--- config.mk ---
export PLATFORM = sky130hd
export DESIGN_NAME = ph_solenoid_seq
export DESIGN_NICKNAME = d
export VERILOG_FILES = /design/src/rtl/phs_pkg.sv /design/src/rtl/phs_sync.sv /design/src/rtl/phs_regs.sv /design/src/rtl/phs_seq.sv /design/src/rtl/phs_drive.sv /design/src/rtl/ph_solenoid_seq.sv
export SDC_FILE = /design/constraint.sdc
export NUM_CORES = 1
export LEC_CHECK = 0
export BUFFER_PORTS_ARGS = -buffer_cell sky130_fd_sc_hd__buf_4
export CAP_MARGIN = 40
export CORE_MARGIN = 1.5
export CORE_UTILIZATION = 35
export CTS_CLUSTER_SIZE = 24
export DETAILED_ROUTE_END_ITERATION = 12
export SYNTH_ARGS = -nofsm -noshare
export SYNTH_HDL_FRONTEND = slang
export SYNTH_SLANG_ARGS = --single-unit
--- constraint.sdc ---
create_clock -name clk -period 12.6 [get_ports clk]
set_clock_uncertainty 0.1 [all_clocks]
set_input_delay 1.26 -clock clk [delete_from_list [all_inputs] [get_ports clk]]
set_output_delay 1.26 -clock clk [all_outputs]
set_load 0.02 [all_outputs]
--- src/rtl/phs_pkg.sv ---
package phs_pkg;
  typedef enum logic [2:0] {
    PH_IDLE  = 3'd0,
    PH_WAIT  = 3'd1,
    PH_PEAK  = 3'd2,
    PH_HOLD  = 3'd3,
    PH_CLAMP = 3'd4,
    PH_OPEN  = 3'd5
  } phase_e;

  // timer slots: wait, peak, hold, clamp, opening
  localparam int unsigned NTIM = 5;
  // limit slots: peak, hold, opening
  localparam int unsigned NTHR = 3;

  localparam int unsigned A_CTRL = 0;
  localparam int unsigned A_TIM0 = 1;
  localparam int unsigned A_THR0 = A_TIM0 + NTIM;
endpackage

--- src/rtl/phs_sync.sv ---
module phs_rst_sync (
  input  logic clk,
  input  logic rst_n,
  output logic rst_sync_n
);
  logic [1:0] q;
  always_ff @(posedge clk or negedge rst_n) begin
    if (!rst_n) q <= 2'b00;
    else        q <= {q[0], 1'b1};
  end
  assign rst_sync_n = q[1];
endmodule

module phs_sync #(
  parameter int unsigned W      = 2,
  parameter int unsigned STAGES = 2
) (
  input  logic         clk,
  input  logic         rst_n,
  input  logic [W-1:0] din,
  output logic [W-1:0] dout
);
  logic [STAGES-1:0][W-1:0] q;
  always_ff @(posedge clk or negedge rst_n) begin
    if (!rst_n) q[0] <= '0;
    else        q[0] <= din;
  end
  for (genvar s = 1; s < STAGES; s++) begin : g_stage
    always_ff @(posedge clk or negedge rst_n) begin
      if (!rst_n) q[s] <= '0;
      else        q[s] <= q[s-1];
    end
  end
  assign dout = q[STAGES-1];
endmodule

--- src/rtl/phs_regs.sv ---
module phs_regs
  import phs_pkg::*;
#(
  parameter int unsigned TIME_W = 16,
  parameter int unsigned DAC_W  = 8,
  parameter int unsigned WR_W   = 16,
  parameter int unsigned ADDR_W = 4
) (
  input  logic                             clk,
  input  logic                             rst_n,
  input  logic                             wr_en,
  input  logic [ADDR_W-1:0]                wr_addr,
  input  logic [WR_W-1:0]                  wr_data,
  output logic                             en,
  output logic                             open_en,
  output logic [NTIM-1:0][TIME_W-1:0]      tim,
  output logic [NTHR-1:0][DAC_W-1:0]       thr_hi,
  output logic [NTHR-1:0][DAC_W-1:0]       thr_lo
);
  logic [1:0] ctrl_q;
  logic       ctrl_we;

  assign ctrl_we = wr_en && (wr_addr == ADDR_W'(A_CTRL));
  always_ff @(posedge clk or negedge rst_n) begin
    if (!rst_n)       ctrl_q <= '0;
    else if (ctrl_we) ctrl_q <= wr_data[1:0];
  end
  assign en      = ctrl_q[0];
  assign open_en = ctrl_q[1];

  for (genvar g = 0; g < NTIM; g++) begin : g_tim
    logic we;
    assign we = wr_en && (wr_addr == ADDR_W'(A_TIM0 + g));
    always_ff @(posedge clk or negedge rst_n) begin
      if (!rst_n)  tim[g] <= '0;
      else if (we) tim[g] <= wr_data[TIME_W-1:0];
    end
  end

  for (genvar g = 0; g < NTHR; g++) begin : g_thr
    logic we;
    assign we = wr_en && (wr_addr == ADDR_W'(A_THR0 + g));
    always_ff @(posedge clk or negedge rst_n) begin
      if (!rst_n) begin
        thr_hi[g] <= '0;
        thr_lo[g] <= '0;
      end else if (we) begin
        thr_hi[g] <= wr_data[DAC_W-1:0];
        thr_lo[g] <= wr_data[2*DAC_W-1:DAC_W];
      end
    end
  end
endmodule

--- src/rtl/phs_seq.sv ---
module phs_seq
  import phs_pkg::*;
#(
  parameter int unsigned TIME_W = 16
) (
  input  logic                        clk,
  input  logic                        rst_n,
  input  logic                        en,
  input  logic                        open_en,
  input  logic                        trig,
  input  logic                        oc_s,
  input  logic [NTIM-1:0][TIME_W-1:0] tim,
  output phase_e                      phase_q,
  output phase_e                      phase_d
);
  logic [TIME_W-1:0] cnt_q, cnt_d, cur_len;
  logic              fault_q, fault_d, second_q, second_d;
  logic              done, drive;

  always_comb begin
    case (phase_q)
      PH_WAIT:  cur_len = tim[0];
      PH_PEAK:  cur_len = tim[1];
      PH_HOLD:  cur_len = tim[2];
      PH_CLAMP: cur_len = tim[3];
      PH_OPEN:  cur_len = tim[4];
      default:  cur_len = '0;
    endcase
  end

  assign done  = (cnt_q == cur_len);
  assign drive = (phase_q == PH_PEAK) || (phase_q == PH_HOLD) || (phase_q == PH_OPEN);

  always_comb begin
    phase_d = phase_q;
    case (phase_q)
      PH_IDLE:  if (en && trig) phase_d = PH_WAIT;
      PH_WAIT:  if (done) phase_d = PH_PEAK;
      PH_PEAK:  if (oc_s) phase_d = PH_CLAMP; else if (done) phase_d = PH_HOLD;
      PH_HOLD:  if (oc_s || done) phase_d = PH_CLAMP;
      PH_OPEN:  if (oc_s || done) phase_d = PH_CLAMP;
      PH_CLAMP: if (done) phase_d = (open_en && !second_q && !fault_q) ? PH_OPEN : PH_IDLE;
      default:  phase_d = PH_IDLE;
    endcase
  end

  always_comb begin
    if (phase_d != phase_q) cnt_d = '0;
    else if (done)          cnt_d = cnt_q;
    else                    cnt_d = cnt_q + 1'b1;

    if (phase_q == PH_IDLE)  fault_d = 1'b0;
    else if (drive && oc_s)  fault_d = 1'b1;
    else                     fault_d = fault_q;

    if (phase_q == PH_IDLE)       second_d = 1'b0;
    else if (phase_d == PH_OPEN)  second_d = 1'b1;
    else                          second_d = second_q;
  end

  always_ff @(posedge clk or negedge rst_n) begin
    if (!rst_n) begin
      phase_q  <= PH_IDLE;
      cnt_q    <= '0;
      fault_q  <= 1'b0;
      second_q <= 1'b0;
    end else begin
      phase_q  <= phase_d;
      cnt_q    <= cnt_d;
      fault_q  <= fault_d;
      second_q <= second_d;
    end
  end
endmodule

--- src/rtl/phs_drive.sv ---
module phs_drive
  import phs_pkg::*;
#(
  parameter int unsigned DAC_W = 8
) (
  input  logic                       clk,
  input  logic                       rst_n,
  input  phase_e                     phase_q,
  input  phase_e                     phase_d,
  input  logic                       cmp_s,
  input  logic [NTHR-1:0][DAC_W-1:0] thr_hi,
  input  logic [NTHR-1:0][DAC_W-1:0] thr_lo,
  output logic                       hs_q,
  output logic                       ls_q,
  output logic [DAC_W-1:0]           dac_q
);
  logic             hs_d, drive_d;
  logic [1:0]       idx;
  logic [DAC_W-1:0] dac_d;

  assign drive_d = (phase_d == PH_PEAK) || (phase_d == PH_HOLD) || (phase_d == PH_OPEN);

  always_comb begin
    case (phase_d)
      PH_HOLD: idx = 2'd1;
      PH_OPEN: idx = 2'd2;
      default: idx = 2'd0;
    endcase
  end

  always_comb begin
    if (!drive_d)                 hs_d = 1'b0;
    else if (phase_d != phase_q)  hs_d = (phase_d != PH_HOLD);
    else if (hs_q && cmp_s)       hs_d = 1'b0;
    else if (!hs_q && !cmp_s)     hs_d = 1'b1;
    else                          hs_d = hs_q;

    if (!drive_d)  dac_d = '0;
    else if (hs_d) dac_d = thr_hi[idx];
    else           dac_d = thr_lo[idx];
  end

  always_ff @(posedge clk or negedge rst_n) begin
    if (!rst_n) begin
      hs_q  <= 1'b0;
      ls_q  <= 1'b0;
      dac_q <= '0;
    end else begin
      hs_q  <= hs_d;
      ls_q  <= drive_d;
      dac_q <= dac_d;
    end
  end
endmodule

--- src/rtl/ph_solenoid_seq.sv ---
module ph_solenoid_seq
  import phs_pkg::*;
#(
  parameter int unsigned TIME_W = 16,
  parameter int unsigned DAC_W  = 8,
  parameter int unsigned ADDR_W = 4,
  parameter int unsigned SYNC_N = 2,
  localparam int unsigned WR_W  = (TIME_W > 2*DAC_W) ? TIME_W : 2*DAC_W
) (
  input  logic              clk,
  input  logic              rst_n,
  input  logic              wr_en,
  input  logic [ADDR_W-1:0] wr_addr,
  input  logic [WR_W-1:0]   wr_data,
  input  logic              tdc_evt,
  input  logic              cmp_cur,
  input  logic              cmp_oc,
  output logic              hs_en_n,
  output logic              ls_en_n,
  output logic [DAC_W-1:0]  dac_code,
  output logic [2:0]        phase,
  output logic              hs_on
);
  logic                        arst_n;
  logic                        ctrl_en, ctrl_open;
  logic [NTIM-1:0][TIME_W-1:0] tim;
  logic [NTHR-1:0][DAC_W-1:0]  thr_hi, thr_lo;
  logic [1:0]                  cmp_s;
  logic                        cur_s, oc_s;
  phase_e                      ph_q, ph_d;
  logic                        hs_q, ls_q;

  phs_rst_sync u_rst (.clk(clk), .rst_n(rst_n), .rst_sync_n(arst_n));

  phs_sync #(.W(2), .STAGES(SYNC_N)) u_sync (
    .clk(clk), .rst_n(arst_n), .din({cmp_oc, cmp_cur}), .dout(cmp_s));
  assign cur_s = cmp_s[0];
  assign oc_s  = cmp_s[1];

  phs_regs #(.TIME_W(TIME_W), .DAC_W(DAC_W), .WR_W(WR_W), .ADDR_W(ADDR_W)) u_regs (
    .clk(clk), .rst_n(arst_n), .wr_en(wr_en), .wr_addr(wr_addr), .wr_data(wr_data),
    .en(ctrl_en), .open_en(ctrl_open), .tim(tim), .thr_hi(thr_hi), .thr_lo(thr_lo));

  phs_seq #(.TIME_W(TIME_W)) u_seq (
    .clk(clk), .rst_n(arst_n), .en(ctrl_en), .open_en(ctrl_open), .trig(tdc_evt),
    .oc_s(oc_s), .tim(tim), .phase_q(ph_q), .phase_d(ph_d));

  phs_drive #(.DAC_W(DAC_W)) u_drv (
    .clk(clk), .rst_n(arst_n), .phase_q(ph_q), .phase_d(ph_d), .cmp_s(cur_s),
    .thr_hi(thr_hi), .thr_lo(thr_lo), .hs_q(hs_q), .ls_q(ls_q), .dac_q(dac_code));

  assign hs_en_n = ~hs_q;
  assign ls_en_n = ~ls_q;
  assign hs_on   = hs_q;
  assign phase   = ph_q;
endmodule

Yosys cells after proc, flatten, opt, wreduce, memory -nomap -nowiden
Cells that the tools add are included.
{ "totals": {"ff_bits": 167, "output_inout_bits": 14, "wordCells": 101} }
{ "classes": {"n_addsub": 1, "bitwise_logic": 2, "n_eq_ne": 20, "n_lt_le_gt_ge": 1, "reduce_logical": 29, "mux": 26} }
{ "ops": {"columns": ["op", "n"], "rows": [
  ["$pmux W16 S5", 1],
  ["$bmux W8 S2", 2],
  ["$mux W16", 2],
  ["$mux W8", 4],
  ["$mux W3", 7],
  ["$add A16 B1 Y16 const B", 1],
  ["$eq A16 B16 Y1", 1],
  ["$eq A4 B3 Y1 const B", 4],
  ["$logic_and A1 B1 Y1", 15],
  ["$pmux W3 S5", 1],
  ["$eq A3 B2 Y1 const B", 4],
  ["$eq A3 B3 Y1 const B", 3],
  ["$eq A4 B2 Y1 const B", 2],
  ["$mux W1", 8],
  ["$logic_or A1 B1 Y1", 5],
  ["$eq A4 B1 Y1 const B", 1],
  ["$eq A4 B4 Y1 const B", 1],
  ["$logic_not A1 Y1", 4],
  ["$logic_not A4 Y1", 1],
  ["$pmux W2 S2", 1],
  ["$reduce_bool A2 Y1", 2],
  ["$eq A3 B1 Y1 const B", 1],
  ["$logic_not A3 Y1", 1],
  ["$lt A2 B3 Y1 const B", 1],
  ["other kinds (5)", 6]
]} }

Longest topological paths before layout
{ "logic_depth": {"depth_word": 12, "mapped_depth": 16, "mapped_depth_nobuf": 9} }

Modules after synthesis
Synthesis repeated with hierarchy kept, for this count alone.
{ "hier_totals": {"hier_cells": 696, "area_unflattened_um2": 8349.3} }
{ "by_module_without_submodules": {"columns": ["mod", "cells_per_inst", "area_per_inst_um2", "seq_area_each_um2", "instances"], "rows": [
  ["phs_regs", 285, 4953.5, 3253.1, 1],
  ["phs_seq", 315, 2446.1, 525.5, 1],
  ["phs_drive", 85, 773.2, 250.2, 1],
  ["phs_sync", 6, 115.1, 100.1, 1],
  ["phs_rst_sync", 3, 53.8, 50.0, 1],
  ["ph_solenoid_seq", 2, 7.5, 0.0, 1]
]} }

Worst setup path before layout
No wires, ideal clock.
{ "synth_path": {"path_kind": "reg-to-reg", "start": "reg u_seq.phase_q[2]", "end": "reg u_drv.dac_q[6]", "required_ps": 12372, "slack_ps": 9211, "t_arrival_ps": 3161, "stages_incl_launch_ff": 16, "cell_sequence": "dfrtp_1 buf_2 buf_2 clkbuf_8 mux2i_1 o2bb2ai_1 a211o_2 a32oi_1 nand4_1 buf_6 o31a_2 a21o_1 buf_2 buf_6 a211oi_2 o22ai_1"} }
{ "synth_via": {"elab_chain_len": 12} }
{ "synth_lines": {"columns": ["item", "line", "text"], "rows": [
  ["start: declaration", "phs_seq.sv:13", "output phase_e phase_q,"],
  ["start signal: assignment", "phs_seq.sv:68", "phase_q <= phase_d;"],
  ["$eq A3 B3 Y1 (tied with other cells)", "phs_seq.sv:21, phs_seq.sv:36", null],
  ["$pmux W16 S5", "phs_seq.sv:21", "case (phase_q)"],
  ["$eq A16 B16 Y1", "phs_seq.sv:31", "assign done = (cnt_q == cur_len);"],
  ["$mux W3 or $logic_or A1 B1 Y1 (tied branches)", "phs_seq.sv:39, phs_seq.sv:40, phs_seq.sv:41", null],
  ["$mux W3, on equally long branches", "phs_seq.sv:39, phs_seq.sv:40, phs_seq.sv:41", null],
  ["$pmux W3 S5", "phs_seq.sv:36", "case (phase_q)"],
  ["$eq A3 B3 Y1 (tied with other cells)", "phs_drive.sv:21, phs_drive.sv:24", null],
  ["$pmux W2 S2 or $logic_or A1 B1 Y1 (tied branches)", "phs_drive.sv:24, phs_drive.sv:21", null],
  ["$bmux W8 S2 (tied with other cells)", "phs_drive.sv:40", "else dac_d = thr_lo[idx];"],
  ["$mux W8 (implied by the code) (tied with other cells)", "phs_drive.sv:40", null],
  ["$mux W8", "phs_drive.sv:39", "else if (hs_d) dac_d = thr_hi[idx];"],
  ["$mux W8 *", "phs_drive.sv:38", "if (!drive_d) dac_d = '0;"],
  ["net u_drv.dac_d[6]", "phs_drive.sv:19", "logic [DAC_W-1:0] dac_d;"],
  ["end signal: assignment", "phs_drive.sv:47", "dac_q <= '0;"],
  ["end signal: assignment", "phs_drive.sv:51", "dac_q <= dac_d;"],
  ["end: declaration", "phs_drive.sv:15", "output logic [DAC_W-1:0] dac_q"]
]} }
The timed path passes the listed nets; every way through them passes the cells marked *. The select of a mux whose other input is x is not followed.
A chain may end at the register's enable or synchronous reset.

Worst setup path after layout
{ "layout_path": {"start": "reg u_seq.phase_q[2]", "end": "reg u_drv.hs_q"} }
{ "layout_via": {"elab_chain_len": 10} }
{ "layout_lines": {"columns": ["item", "line", "text"], "rows": [
  ["$eq A3 B3 Y1 (tied with other cells)", "phs_seq.sv:21, phs_seq.sv:36", null],
  ["$pmux W16 S5", "phs_seq.sv:21", null],
  ["$eq A16 B16 Y1", "phs_seq.sv:31", null],
  ["$mux W3 or $logic_or A1 B1 Y1 (tied branches)", "phs_seq.sv:39, phs_seq.sv:40, phs_seq.sv:41", null],
  ["$mux W3, on equally long branches", "phs_seq.sv:39, phs_seq.sv:40, phs_seq.sv:41", null],
  ["$pmux W3 S5", "phs_seq.sv:36", null],
  ["$eq A3 B2 Y1", "phs_drive.sv:21", "assign drive_d = (phase_d == PH_PEAK) || (phase_d == PH_HOLD) || (phase_d == PH_OPEN);"],
  ["$logic_or A1 B1 Y1 (2 in series)", "phs_drive.sv:21", null],
  ["$mux W1 *", "phs_drive.sv:32", "if (!drive_d) hs_d = 1'b0;"],
  ["net u_drv.hs_d", "phs_drive.sv:17", "logic hs_d, drive_d;"],
  ["end signal: assignment", "phs_drive.sv:49", "hs_q <= hs_d;"],
  ["end: declaration", "phs_drive.sv:13", "output logic hs_q,"]
]} }
The timed path passes the listed nets; every way through them passes the cells marked *.

==> Implementation_results.wiki <==
{| class="wikitable"
! Metric !! Value
|-
| Clock latency reported for the late side of the worst-skew pair || 0.43 ns
|-
| Clock input transition at the sequential cells of the worst setup and hold paths || 0.07 ns
|-
| Result of the run || finished clean
|-
| Dpl ws || between 7 and 8 ns
|-
| Per-cell routed wire length || 19.9 um
|-
| Clock tree from TritonCTS || done
|-
| RSZ-0062 raised after global routing || no
|-
| Syn_area_per_cell || 12.9 um2
|-
| Final core utilization || 0.407
|-
| Final worst hold slack || 0.103 ns
|-
| EDFF count, synth || 0
|-
| Final design instance area without fill || a little over 9000 um2
|-
| Aggregate global routing overflow || 0
|-
| H-Tree Depth || 4
|-
| Arrival time reported for the critical path endpoint || about 5.6 ns
|-
| Post-synth top cells || sky130_fd_sc_hd__dfrtp_1, sky130_fd_sc_hd__mux2_2, sky130_fd_sc_hd__mux2i_1, sky130_fd_sc_hd__nor2_1, sky130_fd_sc_hd__inv_1
|-
| Die ar. || 23800 um2
|-
| Number of nets in the finished design || ~690
|-
| Fin. max-slew vios || 0
|-
| Diode insertion count for antenna repair || 0
|-
| Fin. Hold Viols || 0
|-
| Total power consumption of the routed design || between 1.5 and 2 mW
|-
| Fraction of the cycle the final worst path needs || 0.431
|-
| 1st-iter DRT viols || 238
|-
| Clock period minus final worst setup slack || about 5.4 ns
|-
| Slack of the worst reg-to-reg path || 7.17 ns
|-
| Share of synthesized area occupied by flip-flops and latches || 0.522
|-
| Fraction of final layout cells with drive strength greater than 1 || 0.371
|-
| Boundary Pins || 40
|-
| Total of hold buffers inserted after clock tree synthesis || 0
|-
| Final weighted congestion in routability-driven placement || between 0.8 and 0.9
|-
| Post-synthesis cell type count || 65
|-
| DPL Wire Length || 13400 um
|-
| Hold Path Class || register to async pin
|-
| Area share of xor/xnor cells in the synthesized design || 0.0142
|-
| Vias in the first global route || 5435
|-
| Setup Total Neg Slack || 0 ns
|-
| Reg2Reg Launch Point || u_seq.phase_q[2]
|-
| Number of placed instances, taps included || 927
|-
| Category of the critical setup timing path || register to register
|-
| Worst VDD drop || roughly 0.10 mV
|-
| Initial antenna violation count || 0
|-
| Die Span X || about 150 um
|-
| Length of the first detailed-routing pass in iterations || 4
|-
| Initial standard-cell utilization of the core || 0.355
|-
| Number of cells produced by synthesis || 621
|-
| Most frequently used cell type in the post-synthesis netlist || sky130_fd_sc_hd__dfrtp_1
|-
| Worst path required time || 12.77 ns
|-
| ANT nets after route || 0
|-
| Quantity of I/O buffers inserted on ports || 39
|-
| Top cell type's share of synthesized area || 0.522
|-
| Worst Max-Slew Pin Slew || 0.979 ns
|-
| Setup slack of the critical path after layout || approximately 7 ns
|-
| Synth Area in Simple Gates || 0.0927
|-
| Total number of yosys warnings || 0
|-
| Number of clock sinks || 167
|-
| Compound-cell area share of the yosys netlist || 0.0849
|-
| Total DRC errors in the routed layout || 0
|-
| Post-synthesis instance area || 8010 um2
|-
| Non-filler instance count after layout || 959
|-
| Main flop type after synthesis || sky130_fd_sc_hd__dfrtp_1
|-
| Total Routed Length || 19100 um
|-
| P_leak || around 4 nW
|-
| Global-route wire length before repair || 30500 um
|-
| Row count || 55
|-
| Clock buffer count from CTS || 17
|-
| Biggest area consumer among synthesized cells || sky130_fd_sc_hd__dfrtp_1
|-
| Reg2reg path depth || 10
|-
| Setup bufs post-CTS || 0
|-
| Synthesis-to-finish area growth || 14.8%
|-
| CTS Buffer Depth || 2
|-
| Floorplan die height || 154 um
|-
| Vias after detailed routing || 5221
|-
| CTS Root Buffer Type || sky130_fd_sc_hd__clkbuf_16
|-
| Total of max-cap violations || 0
|-
| Top cells by area in the synthesized netlist || sky130_fd_sc_hd__dfrtp_1, sky130_fd_sc_hd__mux2_2, sky130_fd_sc_hd__mux2i_1, sky130_fd_sc_hd__a211oi_1, sky130_fd_sc_hd__nor2_1
|-
| Worst rel slew slack || 0.347
|-
| Global routing usage summed across all routing layers || 0.168
|-
| Number of flip-flops and latches in the synthesized netlist || approximately 170
|-
| End of the worst register-to-register path || u_drv.hs_q
|-
| Crit Path Max Fanout || 20
|-
| Crit path from || u_seq.phase_q[2]
|-
| Endpoint class of the critical path || register
|-
| CTS-repair resized insts || 0
|-
| Critical Path Start Type || register
|-
| PD cells || approximately 190 nW/um2
|-
| Fraction of registers with async set or reset after synthesis || 1.00
|-
| Largest family of logic cells by synthesized area || multiplexers
|-
| Floorplan Core Area || 22600 um2
|-
| Post-detailed-route via-to-cell ratio || 5.44
|-
| Highest clock rate || roughly 180 MHz
|-
| Post-Syn Nets || 648
|-
| Final setup viols || 0
|-
| Multiplexer share of the synthesized area || 0.243
|-
| Adder and majority gate portion of the synthesized area || 0.00156
|-
| Standard cell area after detailed placement || 8620 um2
|-
| Pin count of the biggest net entering global routing || between 60 and 70
|}
-- worst max-delay path, stage by stage (launching register included) --
cell                        delay [ns]
sky130_fd_sc_hd__dfrtp_1          0.75
sky130_fd_sc_hd__buf_4            0.37
sky130_fd_sc_hd__nand2b_1         0.44
sky130_fd_sc_hd__nor2_1           0.12
sky130_fd_sc_hd__or4_1            0.47
sky130_fd_sc_hd__a2111oi_0        0.42
sky130_fd_sc_hd__nand4bb_1        0.53
sky130_fd_sc_hd__nor2_1           0.62
sky130_fd_sc_hd__o311a_1          0.77
sky130_fd_sc_hd__nand2b_1         0.53
sky130_fd_sc_hd__a21oi_1          0.14
-- layout by cell type, fill, tap and decap left out, types with 4 or more instances in the layout --
| cell type | instances |
|---|---|
| sky130_fd_sc_hd__o22ai_1 | 10 |
| sky130_fd_sc_hd__and3_1 | 8 |
| sky130_fd_sc_hd__inv_1 | 15 |
| sky130_fd_sc_hd__nor3_1 | 11 |
| sky130_fd_sc_hd__nor3b_1 | 4 |
| sky130_fd_sc_hd__a21oi_1 | 13 |
| sky130_fd_sc_hd__dfrtp_1 | 165 |
| sky130_fd_sc_hd__and3b_2 | 8 |
| sky130_fd_sc_hd__mux2_2 | 132 |
| sky130_fd_sc_hd__nor2_1 | 26 |
| sky130_fd_sc_hd__nand2_1 | 11 |
| sky130_fd_sc_hd__mux2i_1 | 46 |
| sky130_fd_sc_hd__o2bb2ai_1 | 4 |
| sky130_fd_sc_hd__xor2_1 | 4 |
| sky130_fd_sc_hd__or3_1 | 8 |
| sky130_fd_sc_hd__or4_1 | 4 |
| sky130_fd_sc_hd__nand3b_1 | 4 |
| sky130_fd_sc_hd__a21o_1 | 9 |
| sky130_fd_sc_hd__buf_4 | 46 |
| sky130_fd_sc_hd__buf_8 | 6 |
| sky130_fd_sc_hd__o31ai_1 | 5 |
| sky130_fd_sc_hd__o21ai_0 | 12 |
| sky130_fd_sc_hd__clkbuf_16 | 17 |
| sky130_fd_sc_hd__nand3_1 | 5 |
| sky130_fd_sc_hd__a211oi_1 | 14 |
| sky130_fd_sc_hd__xnor2_1 | 9 |
-- kinds of logic after synthesis --
kind of cell	after synthesis
xor+xnor	13
mux	178
simple gates	118
flops	167
fa+ha+maj	1
other cells	1
buf+inv	50
compound gates	93
-- registers in the layout, indices dropped and copies added, names as in the netlist --
name,count
u_seq.fault_q,1
u_regs.tim,80
u_seq.cnt_q,16
u_seq.second_q,1
u_drv.hs_q,1
u_drv.dac_q,8
u_regs.thr_lo,24
u_sync.q,2
u_seq.phase_q,3
u_rst.q,2
u_drv.ls_q,1
u_sync.dout,2
u_regs.thr_hi,24
u_regs.ctrl_q,2
-- worst max-delay path by stage --
| stage | endpoint | slack (ns) | cells after the start |
|---|---|---|---|
| global placement | u_drv.hs_q | 7.05 | 10 |
| floorplan | u_drv.dac_q[0] | 7.50 | 0 |
| finish | u_drv.hs_q | 7.17 | 10 |
| global route | u_drv.dac_q[1] | 6.61 | 10 |
| CTS | u_drv.hs_q | 7.23 | 10 |
| detailed placement | u_drv.hs_q | 7.20 | 10 |
-- layer usage --
layer	vias to the layer above	wire, um	GRT usage
met3	40	592	0.0339
li1	2365	-	-
met1	2720	8590	0.215
met2	96	9300	0.272
met4	0	620	0.0804
met5	-	0	0
-- final cells by class --
cell class	count	area [um2]
clock buffers	20	447
clock inverters	12	119
well taps	285	357
inverters	15	56.3
repair buffers	56	515
flip-flops and latches	167	4180
fillers	2120	13400
multi-input cells	404	3510
-- report_power, final --
group	switching, mW	internal [mW]
Sequential	0.0849	0.654
Clock	0.220	0.280
Combinational	0.249	0.232
Total	0.554	1.17
(Power assumes the default switching activity.)
